--- config.mk ---
export PLATFORM = sky130hd
export DESIGN_NAME = xlat_tlb
export DESIGN_NICKNAME = d
export VERILOG_FILES = /design/src/rtl/xlat_pkg.sv /design/src/rtl/xlat_cam.sv /design/src/rtl/xlat_victim.sv /design/src/rtl/xlat_tlb.sv
export SDC_FILE = /design/constraint.sdc
export NUM_CORES = 2
export LEC_CHECK = 0
export BUFFER_PORTS_ARGS = -buffer_cell sky130_fd_sc_hd__buf_4
export CORE_MARGIN = 2
export CORE_UTILIZATION = 64
export CTS_CLUSTER_DIAMETER = 150
export DETAILED_ROUTE_END_ITERATION = 12
export PLACE_DENSITY_LB_ADDON = 0.15
export REMOVE_ABC_BUFFERS = 1
export SLEW_MARGIN = 25
export SYNTH_ARGS = -nofsm -noshare
export SYNTH_HDL_FRONTEND = slang
export SYNTH_SLANG_ARGS = --single-unit
--- constraint.sdc ---
create_clock -name clk -period 10.8 [get_ports clk]
set_input_delay 1.08 -clock clk [delete_from_list [all_inputs] [get_ports clk]]
set_output_delay 1.08 -clock clk [all_outputs]
set_load 0.05 [all_outputs]
--- src/rtl/xlat_pkg.sv ---
package xlat_pkg;

  localparam logic [1:0] KIND_LOAD  = 2'b00;
  localparam logic [1:0] KIND_STORE = 2'b01;
  localparam logic [1:0] KIND_FETCH = 2'b10;

  typedef struct packed {
    logic d;
    logic u;
    logic x;
    logic w;
    logic r;
  } perm_t;

  function automatic logic kind_allowed(perm_t p, logic [1:0] kind);
    case (kind)
      KIND_LOAD:  return p.r;
      KIND_STORE: return p.w;
      KIND_FETCH: return p.x;
      default:    return 1'b0;
    endcase
  endfunction

  function automatic logic mode_allowed(perm_t p, logic user);
    return user ? p.u : ~p.u;
  endfunction

  function automatic logic access_ok(perm_t p, logic [1:0] kind, logic user);
    return kind_allowed(p, kind) & mode_allowed(p, user);
  endfunction

  function automatic logic needs_dirty_walk(perm_t p, logic [1:0] kind);
    return (kind == KIND_STORE) & ~p.d;
  endfunction

endpackage

--- src/rtl/xlat_cam.sv ---
module xlat_cam #(
  parameter int N  = 32,
  parameter int VW = 20,
  parameter int IW = 5
) (
  input  logic [N-1:0]  vld,
  input  logic [VW-1:0] tags [N],
  input  logic [VW-1:0] key,
  output logic          any,
  output logic [IW-1:0] idx
);
  logic [N-1:0] match;

  genvar g;
  generate
    for (g = 0; g < N; g++) begin : g_cmp
      assign match[g] = vld[g] & (tags[g] == key);
    end
  endgenerate

  assign any = |match;

  always_comb begin
    idx = '0;
    for (int i = N - 1; i >= 0; i--) begin
      if (match[i]) idx = i[IW-1:0];
    end
  end
endmodule

--- src/rtl/xlat_victim.sv ---
module xlat_victim #(
  parameter int N  = 32,
  parameter int IW = 5
) (
  input  logic [N-1:0]  vld,
  input  logic [IW-1:0] ptr,
  input  logic          same_any,
  input  logic [IW-1:0] same_idx,
  output logic [IW-1:0] slot,
  output logic          advance
);
  logic          free_any;
  logic [IW-1:0] free_idx;

  assign free_any = ~&vld;

  always_comb begin
    free_idx = '0;
    for (int i = N - 1; i >= 0; i--) begin
      if (!vld[i]) free_idx = i[IW-1:0];
    end
  end

  always_comb begin
    advance = 1'b0;
    if (same_any)      slot = same_idx;
    else if (free_any) slot = free_idx;
    else begin
      slot    = ptr;
      advance = 1'b1;
    end
  end
endmodule

--- src/rtl/xlat_tlb.sv ---
module xlat_tlb #(
  parameter int ENTRIES = 32,
  parameter int VPN_W   = 20,
  parameter int PPN_W   = 22,
  parameter int OFS_W   = 12
) (
  input  logic                   clk,
  input  logic                   rst_n,
  input  logic                   flush,
  input  logic                   lk_req,
  input  logic [VPN_W-1:0]       lk_vpn,
  input  logic [OFS_W-1:0]       lk_ofs,
  input  logic [1:0]             lk_kind,
  input  logic                   lk_user,
  output logic                   lk_hit,
  output logic                   lk_miss,
  output logic                   lk_fault,
  output logic [PPN_W+OFS_W-1:0] lk_paddr,
  input  logic                   fill_en,
  input  logic [VPN_W-1:0]       fill_vpn,
  input  logic [PPN_W-1:0]       fill_ppn,
  input  logic [4:0]             fill_perm
);
  import xlat_pkg::*;

  localparam int IW = (ENTRIES > 1) ? $clog2(ENTRIES) : 1;
  localparam logic [IW-1:0] LAST = IW'(ENTRIES - 1);

  logic [ENTRIES-1:0] valid_q;
  logic [VPN_W-1:0]   tag_q  [ENTRIES];
  logic [PPN_W-1:0]   ppn_q  [ENTRIES];
  perm_t              perm_q [ENTRIES];
  logic [IW-1:0]      ptr_q;

  // lookup path
  logic          lk_any;
  logic [IW-1:0] lk_idx;
  perm_t         lk_perm;
  logic          lk_raw;
  logic          lk_dirty_walk;

  xlat_cam #(.N(ENTRIES), .VW(VPN_W), .IW(IW)) u_lk_cam (
    .vld(valid_q), .tags(tag_q), .key(lk_vpn), .any(lk_any), .idx(lk_idx)
  );

  assign lk_perm       = perm_q[lk_idx];
  assign lk_raw        = lk_req & lk_any;
  assign lk_dirty_walk = lk_raw & needs_dirty_walk(lk_perm, lk_kind);
  assign lk_hit        = lk_raw & ~lk_dirty_walk;
  assign lk_miss       = lk_req & ~lk_hit;
  assign lk_fault      = lk_hit & ~access_ok(lk_perm, lk_kind, lk_user);
  assign lk_paddr      = lk_hit ? {ppn_q[lk_idx], lk_ofs} : '0;

  // refill path
  logic          fill_same_any;
  logic [IW-1:0] fill_same_idx;
  logic [IW-1:0] fill_slot;
  logic          fill_adv;
  logic          fill_we;

  xlat_cam #(.N(ENTRIES), .VW(VPN_W), .IW(IW)) u_fill_cam (
    .vld(valid_q), .tags(tag_q), .key(fill_vpn),
    .any(fill_same_any), .idx(fill_same_idx)
  );

  xlat_victim #(.N(ENTRIES), .IW(IW)) u_victim (
    .vld(valid_q), .ptr(ptr_q), .same_any(fill_same_any),
    .same_idx(fill_same_idx), .slot(fill_slot), .advance(fill_adv)
  );

  assign fill_we = fill_en & ~flush;

  always_ff @(posedge clk or negedge rst_n) begin
    if (!rst_n) begin
      valid_q <= '0;
      ptr_q   <= '0;
    end else if (flush) begin
      valid_q <= '0;
      ptr_q   <= '0;
    end else if (fill_we) begin
      valid_q[fill_slot] <= 1'b1;
      if (fill_adv) ptr_q <= (ptr_q == LAST) ? '0 : ptr_q + 1'b1;
    end
  end

  always_ff @(posedge clk) begin
    if (fill_we) begin
      tag_q[fill_slot]  <= fill_vpn;
      ppn_q[fill_slot]  <= fill_ppn;
      perm_q[fill_slot] <= perm_t'(fill_perm);
    end
  end
endmodule

# ---- After elaboration in Yosys (flattened, before gate mapping)
# Memory sizes are Yosys's and may differ from the RTL's.
# Index checks and enable logic that the tools add are counted.
dict set report word_totals {
  elab_cells 313
  ff_bits 677
  n_memories 2
  ramBits 864
  latch_bits 0
  input_bits 87
  romBits 0
}
# name depth width rd rd_ports_with_merged_regs wr line_no
set memory_table {}
lappend memory_table {ppn_q 32 22 1 0 1 xlat_tlb.sv:31} ;# logic [PPN_W-1:0] ppn_q [ENTRIES];
lappend memory_table {perm_q 32 5 1 0 1 xlat_tlb.sv:32} ;# perm_t perm_q [ENTRIES];
dict set report classes {
  reduce_logical 9
  magnitude_cmp 4
  n_eq_ne 67
  n_div 0
  muxes 116
  bitwise_logic 80
  shift 0
  add_sub_neg 1
  mul 0
}
# operator n
set op_table {}
lappend op_table {{$eq A20 B20 Y1} 64}
lappend op_table {{$bwmux W640} 1}
lappend op_table {{$mux W5} 102}
lappend op_table {{$demux W20 S5} 1}
lappend op_table {{$and A1 B1 Y1} 72}
lappend op_table {{$mux W32} 2}
lappend op_table {{$reduce_or A32 Y1} 2}
lappend op_table {{$mux W34} 1}
lappend op_table {{$or A32 B32 Y32} 1}
lappend op_table {{$reduce_and A32 Y1} 1}
lappend op_table {{$mux W20} 1}
lappend op_table {{$ge A6 B6 Y1 const B} 1}
lappend op_table {{$lt A5 B6 Y1 const B} 1}
lappend op_table {{$lt A6 B1 Y1 const B} 1}
lappend op_table {{$mux W1} 6}
lappend op_table {{$not A1 Y1} 6}
lappend op_table {{$not A5 Y6} 1}
lappend op_table {{$add A5 B1 Y5 const B} 1}
lappend op_table {{$demux W1 S5} 1}
lappend op_table {{$eq A5 B5 Y1 const B} 1}
lappend op_table {{$ge A5 B1 Y1 const B} 1}
lappend op_table {{$reduce_bool A2 Y1} 2}
lappend op_table {{$pmux W1 S3} 1}
lappend op_table {{$eq A2 B1 Y1 const B} 1}
lappend op_table {{other kinds (4)} 5}

# ---- Longest topological paths before layout
dict set report depth {
  ltp_word 42
  depth_mapped 21
}

# ---- Hierarchy
# A second synthesis with hierarchy kept.
dict set report unflattened {
  hier_cells 4253
  area_unflattened_um2 70167.3
}
# mod cells_each area_per_inst_um2 seq_area_each_um2 instances
set by_module_without_submodules {}
lappend by_module_without_submodules {xlat_tlb 2145 53802.9 46089.2 1}
lappend by_module_without_submodules {xlat_cam 1014 7920.1 0.0 2}
lappend by_module_without_submodules {xlat_victim 80 524.3 0.0 1}

# ---- Least setup slack after synthesis
# OpenSTA, ideal clock, no wires.
dict set report synth_path {
  kind {in2reg}
  startpoint {input port fill_vpn[10]}
  endpoint {memory perm_q[20][0] (netlist name) (enable)}
  arrival_ns 8.372
  path_stages 16
  setup_ns 0.572
  slack_ns 1.856
  path_cell_list {clkbuf_1 > buf_2 > xnor2_1 > nand2_1 > or3b_2 > nor4_1 > nand4_1 > and4_1 > o21ai_0 > a21oi_1 > o21ba_2 > o21ai_0 > and2_1 > nand3_1 > clkbuf_1 > nor4_1}
}
dict set report synth_between {
  elab_chain_cells 35
}
# element line_no
set synth_rtl {}
lappend synth_rtl {{start, declared} xlat_tlb.sv:20} ;# input logic [VPN_W-1:0] fill_vpn,
lappend synth_rtl {{$eq A20 B20 Y1} xlat_cam.sv:17} ;# assign match[g] = vld[g] & (tags[g] == key);
lappend synth_rtl {{$and A1 B1 Y1} xlat_cam.sv:17}
lappend synth_rtl {{$mux W5 (32 in a row)} xlat_cam.sv:26} ;# if (match[i]) idx = i[IW-1:0];
lappend synth_rtl {{$mux W5 (*)} xlat_victim.sv:26} ;# if (same_any) slot = same_idx;
lappend synth_rtl {{end, declared} xlat_tlb.sv:32}
# Mark *: on every way between the ends. The rest lies on a longest branch, timed or not.

# ---- Worst setup path after layout
dict set report layout_path {
  startpoint {input port lk_vpn[5]}
  endpoint {output port lk_fault}
}
dict set report layout_between {
  elab_chain_cells 41
}
# element line_no
set layout_rtl {}
lappend layout_rtl {{start, declared} xlat_tlb.sv:11} ;# input logic [VPN_W-1:0] lk_vpn,
lappend layout_rtl {{$eq A20 B20 Y1} xlat_cam.sv:17}
lappend layout_rtl {{$and A1 B1 Y1} xlat_cam.sv:17}
lappend layout_rtl {{$mux W5 (32 in a row)} xlat_cam.sv:26}
lappend layout_rtl {{$mem_v2 Z32 W5} -}
lappend layout_rtl {{$not A1 Y1} xlat_pkg.sv:33} ;# return (kind == KIND_STORE) & ~p.d;
lappend layout_rtl {{$and A1 B1 Y1} xlat_pkg.sv:33}
lappend layout_rtl {{$and A1 B1 Y1} xlat_tlb.sv:48} ;# assign lk_dirty_walk = lk_raw & needs_dirty_walk(lk_perm, lk_kind);
lappend layout_rtl {{$not A1 Y1} xlat_tlb.sv:49} ;# assign lk_hit = lk_raw & ~lk_dirty_walk;
lappend layout_rtl {{$and A1 B1 Y1} xlat_tlb.sv:49}
lappend layout_rtl {{$and A1 B1 Y1 (*)} xlat_tlb.sv:51} ;# assign lk_fault = lk_hit & ~access_ok(lk_perm, lk_kind, lk_user);
lappend layout_rtl {{end, declared} xlat_tlb.sv:17} ;# output logic lk_fault,
# Marks and branches as above.

==> reports/summary.txt <==
die width - 349 µm
final hold vios - 0
fraction of the yosys area taken by sequential cells - 0.604
core box area - 118000 µm²
setup TNS - 0 ps
post-cts sizing count - 0
Vias/cell - 7.05
maxcap violations - 0
Max Buffers Root-to-Sink - 3
Worst-Margin Slew - 1170 ps
Post-synth EDFFs - 1504
Slew headroom - 0.213
post-synthesis cell area - 76400 µm²
Clock Skews - 34.9 ps
Synth top area share - 0.591
DRT met1 WL - 87300 µm
max layer used - met5
critical path arrival - 7600 ps
postcts setup bufs - 0
port bufs - 123
metal2 WL - 109000 µm
critical path class - in -> out
Slew Limit Fails - 0
area leader, netlist - edfxtp_1
Nets - 5959
wire per inst - 32.0 µm
DP HPWL - 141000 µm
Seq cells post-synth - 1541
PD cells - 153 nW/µm²
TritonCTS buffer count - 161
# H-tree levels - 4
Placer Congestion - 1.04
fin crit share - 0.803
Iter 0 DRT Violations - 7203
total grt overflow - 0
Worst setup SP type - input port
library cells used by synthesis - 101
Post-synth top cells - edfxtp_1, xnor2_1, nand2_1, nand4_1, xor2_1
async set-reset flop share out of synthesis - 0.0240
number of global-route vias before repair - 51800
most frequent cell after synthesis - edfxtp_1
ys flop type - edfxtp_1
hold crit path type - in -> async
clock slew at reported path FFs - 60 ps
largest net degree at the start of global routing - 140
Mean Syn Cell Area - 13.1 µm²
ranking of synthesized cells by area - edfxtp_1, xnor2_1, nand4_1
num rows - 126
crit end category - output pin
Crit-path slowest cell - nand2_4
DR WL met3 - 29300 µm
Final setup viols - 0
Crit path top cell by count - buf_4
Hold Buf Count CTS - 0
drt drc - 0
slack of the worst reg-to-reg path - 3970 ps
Leak - 25.7 nW
maximum VDD drop - 0.174 mV
Layout area overhead - 9.58%
Die Height - 349 µm
Worst path max stage delay - 670 ps
status - complete, no violations
initial antenna violation count - 4
drt first pass iters - 6
CP required - 9720 ps
Detail Route Antenna Nets - 0
via count - 53100
wirelength, routed - 241000 µm
Initial Utilization - 0.646
Crit Reg-Reg Endpoint - ppn_q[19][19]
fillers - 8058
Die Area - 122000 µm²
share of layout cells above drive strength 1 - 0.130
Worst R2R Path Depth - 15
synthesized netlist cell count - 5807
RSZ-0062 raised after global routing - false
cell chain of the critical path - buf_4 > buf_4 > xnor2_1 > nand4_1 > nor4_1 > nand4_1 > nand2_1 > a31oi_1 > nor2b_4 > buf_12 > inv_1 > nand2_4 > buf_12 > mux2i_1 > mux2_2 > a311o_1 > a31oi_1 > buf_4
CTS tree - yes
GRT Overall Usage - 0.391
later-pin clock latency in the skew report - 820 ps
Placed Cells incl. Taps - 7241
clk root buf - clkbuf_16
YS warnings - 0
Worst R2R Start - tag_q[37]
Worst Path Max Fanout - 139
f_max - 115 MHz
Final Non-Filler Cells - 7533
crit path time final - 8680 ps
Antenna Cells - 0
first-pass GRT wire length - 346000 µm
clk sinks - 1541
# IOs - 124
-- area by class of cell --
type | instances | area, µm² | area share
clock buffers | 199 | 4260 | 0.0509
clock inverters | 91 | 886 | 0.0106
inverters | 36 | 135 | 0.00161
multi-input cells | 3875 | 28300 | 0.338
flip-flops and latches | 1541 | 46100 | 0.551
well taps | 1536 | 1920 | 0.0230
repair buffers | 255 | 2070 | 0.0247
-- flip-flops by register name, indices dropped and copies added (netlist names) --
| name | flops |
|---|---|
| perm_q | 160 |
| tag_q | 640 |
| ptr_q | 5 |
| ppn_q | 704 |
| valid_q | 32 |
-- critical path: cells and delay by family --
| family | cells | cell delay [ps] |
|---|---|---|
| buffers and inverters | 6 | 2500 |
| AND/OR/NAND/NOR | 6 | 1930 |
| AO/OA/AOI/OAI | 3 | 870 |
| multiplexers | 2 | 450 |
| XOR/XNOR | 1 | 200 |
-- logic make-up (layout without fill, tap and decap cells) --
family	Yosys count	after routing	synth area share
buf+inv	391	581	0.0293
fa+ha+maj	2	2	0.000328
flops	1541	1541	0.604
compound gates	498	498	0.0511
mux	265	265	0.0382
simple gates	1827	1827	0.130
xor+xnor	1283	1283	0.148
-- layer usage --
layer / vias up / GRT usage
met5: - / 0
met1: 26100 / 0.516
met3: 904 / 0.0849
met4: 4 / 0.222
met2: 3872 / 0.607
li1: 22200 / -
-- cell usage in the layout (no fill, tap or decap), types with 17 or more instances in the layout --
cell / Yosys / final
a211o_1: 24 / 24
a21oi_1: 59 / 58
a311o_1: 25 / 25
a311oi_1: 115 / 115
a31oi_1: 35 / 35
and2_1: 18 / 18
buf_4: 43 / 243
clkbuf_1: 110 / 33
clkbuf_16: 0 / 164
clkinv_1: 1 / 42
clkinv_2: 0 / 23
dfrtp_1: 37 / 37
edfxtp_1: 1504 / 1504
inv_1: 34 / 34
mux2_2: 182 / 182
mux2i_1: 78 / 78
nand2_1: 483 / 480
nand3_1: 198 / 198
nand4_1: 442 / 442
nand4b_1: 30 / 30
nor2_1: 58 / 44
nor3_1: 201 / 185
nor3b_1: 32 / 32
nor4_1: 193 / 191
o211ai_1: 77 / 77
o21ai_0: 29 / 29
or2_2: 26 / 26
or3b_2: 25 / 25
or4_1: 17 / 17
xnor2_1: 1007 / 1007
xor2_1: 272 / 272
-- power by group --
| group | switching (mW) | internal, mW | total, mW | leakage (nW) |
|---|---|---|---|---|
| clock | 2.36 | 3.08 | 5.44 | 2.50 |
| sequential | 0.0127 | 6.58 | 6.59 | 14.0 |
| combinational | 0.556 | 0.234 | 0.791 | 9.13 |
-- per-stage QoR --
stage	util	setup slack (ps)	total power [mW]	hold WS [ps]	cell area, µm²
6_report	0.708	2120	12.8	267	83700
5_1_grt	0.708	2000	13.1	287	83700
4_1_cts	0.707	2380	12.8	246	83600
3_5_place_dp	0.664	2400	7.48	523	78500
3_3_place_gp	0.663	2440	7.47	516	78400
2_1_floorplan	-	-2390	7.06	460	74300
-- worst max path at each step --
stage / end / slack [ps] / from
CTS: lk_fault / 2380 / lk_vpn[6]
finish: lk_fault / 2120 / lk_vpn[5]
global route: lk_fault / 2000 / lk_vpn[5]
global placement: lk_paddr[32] / 2440 / lk_vpn[5]
detailed placement: lk_fault / 2400 / lk_vpn[6]
floorplan: lk_fault / -2390 / lk_vpn[12]
No activity file was read; power rests on OpenSTA's default activity.
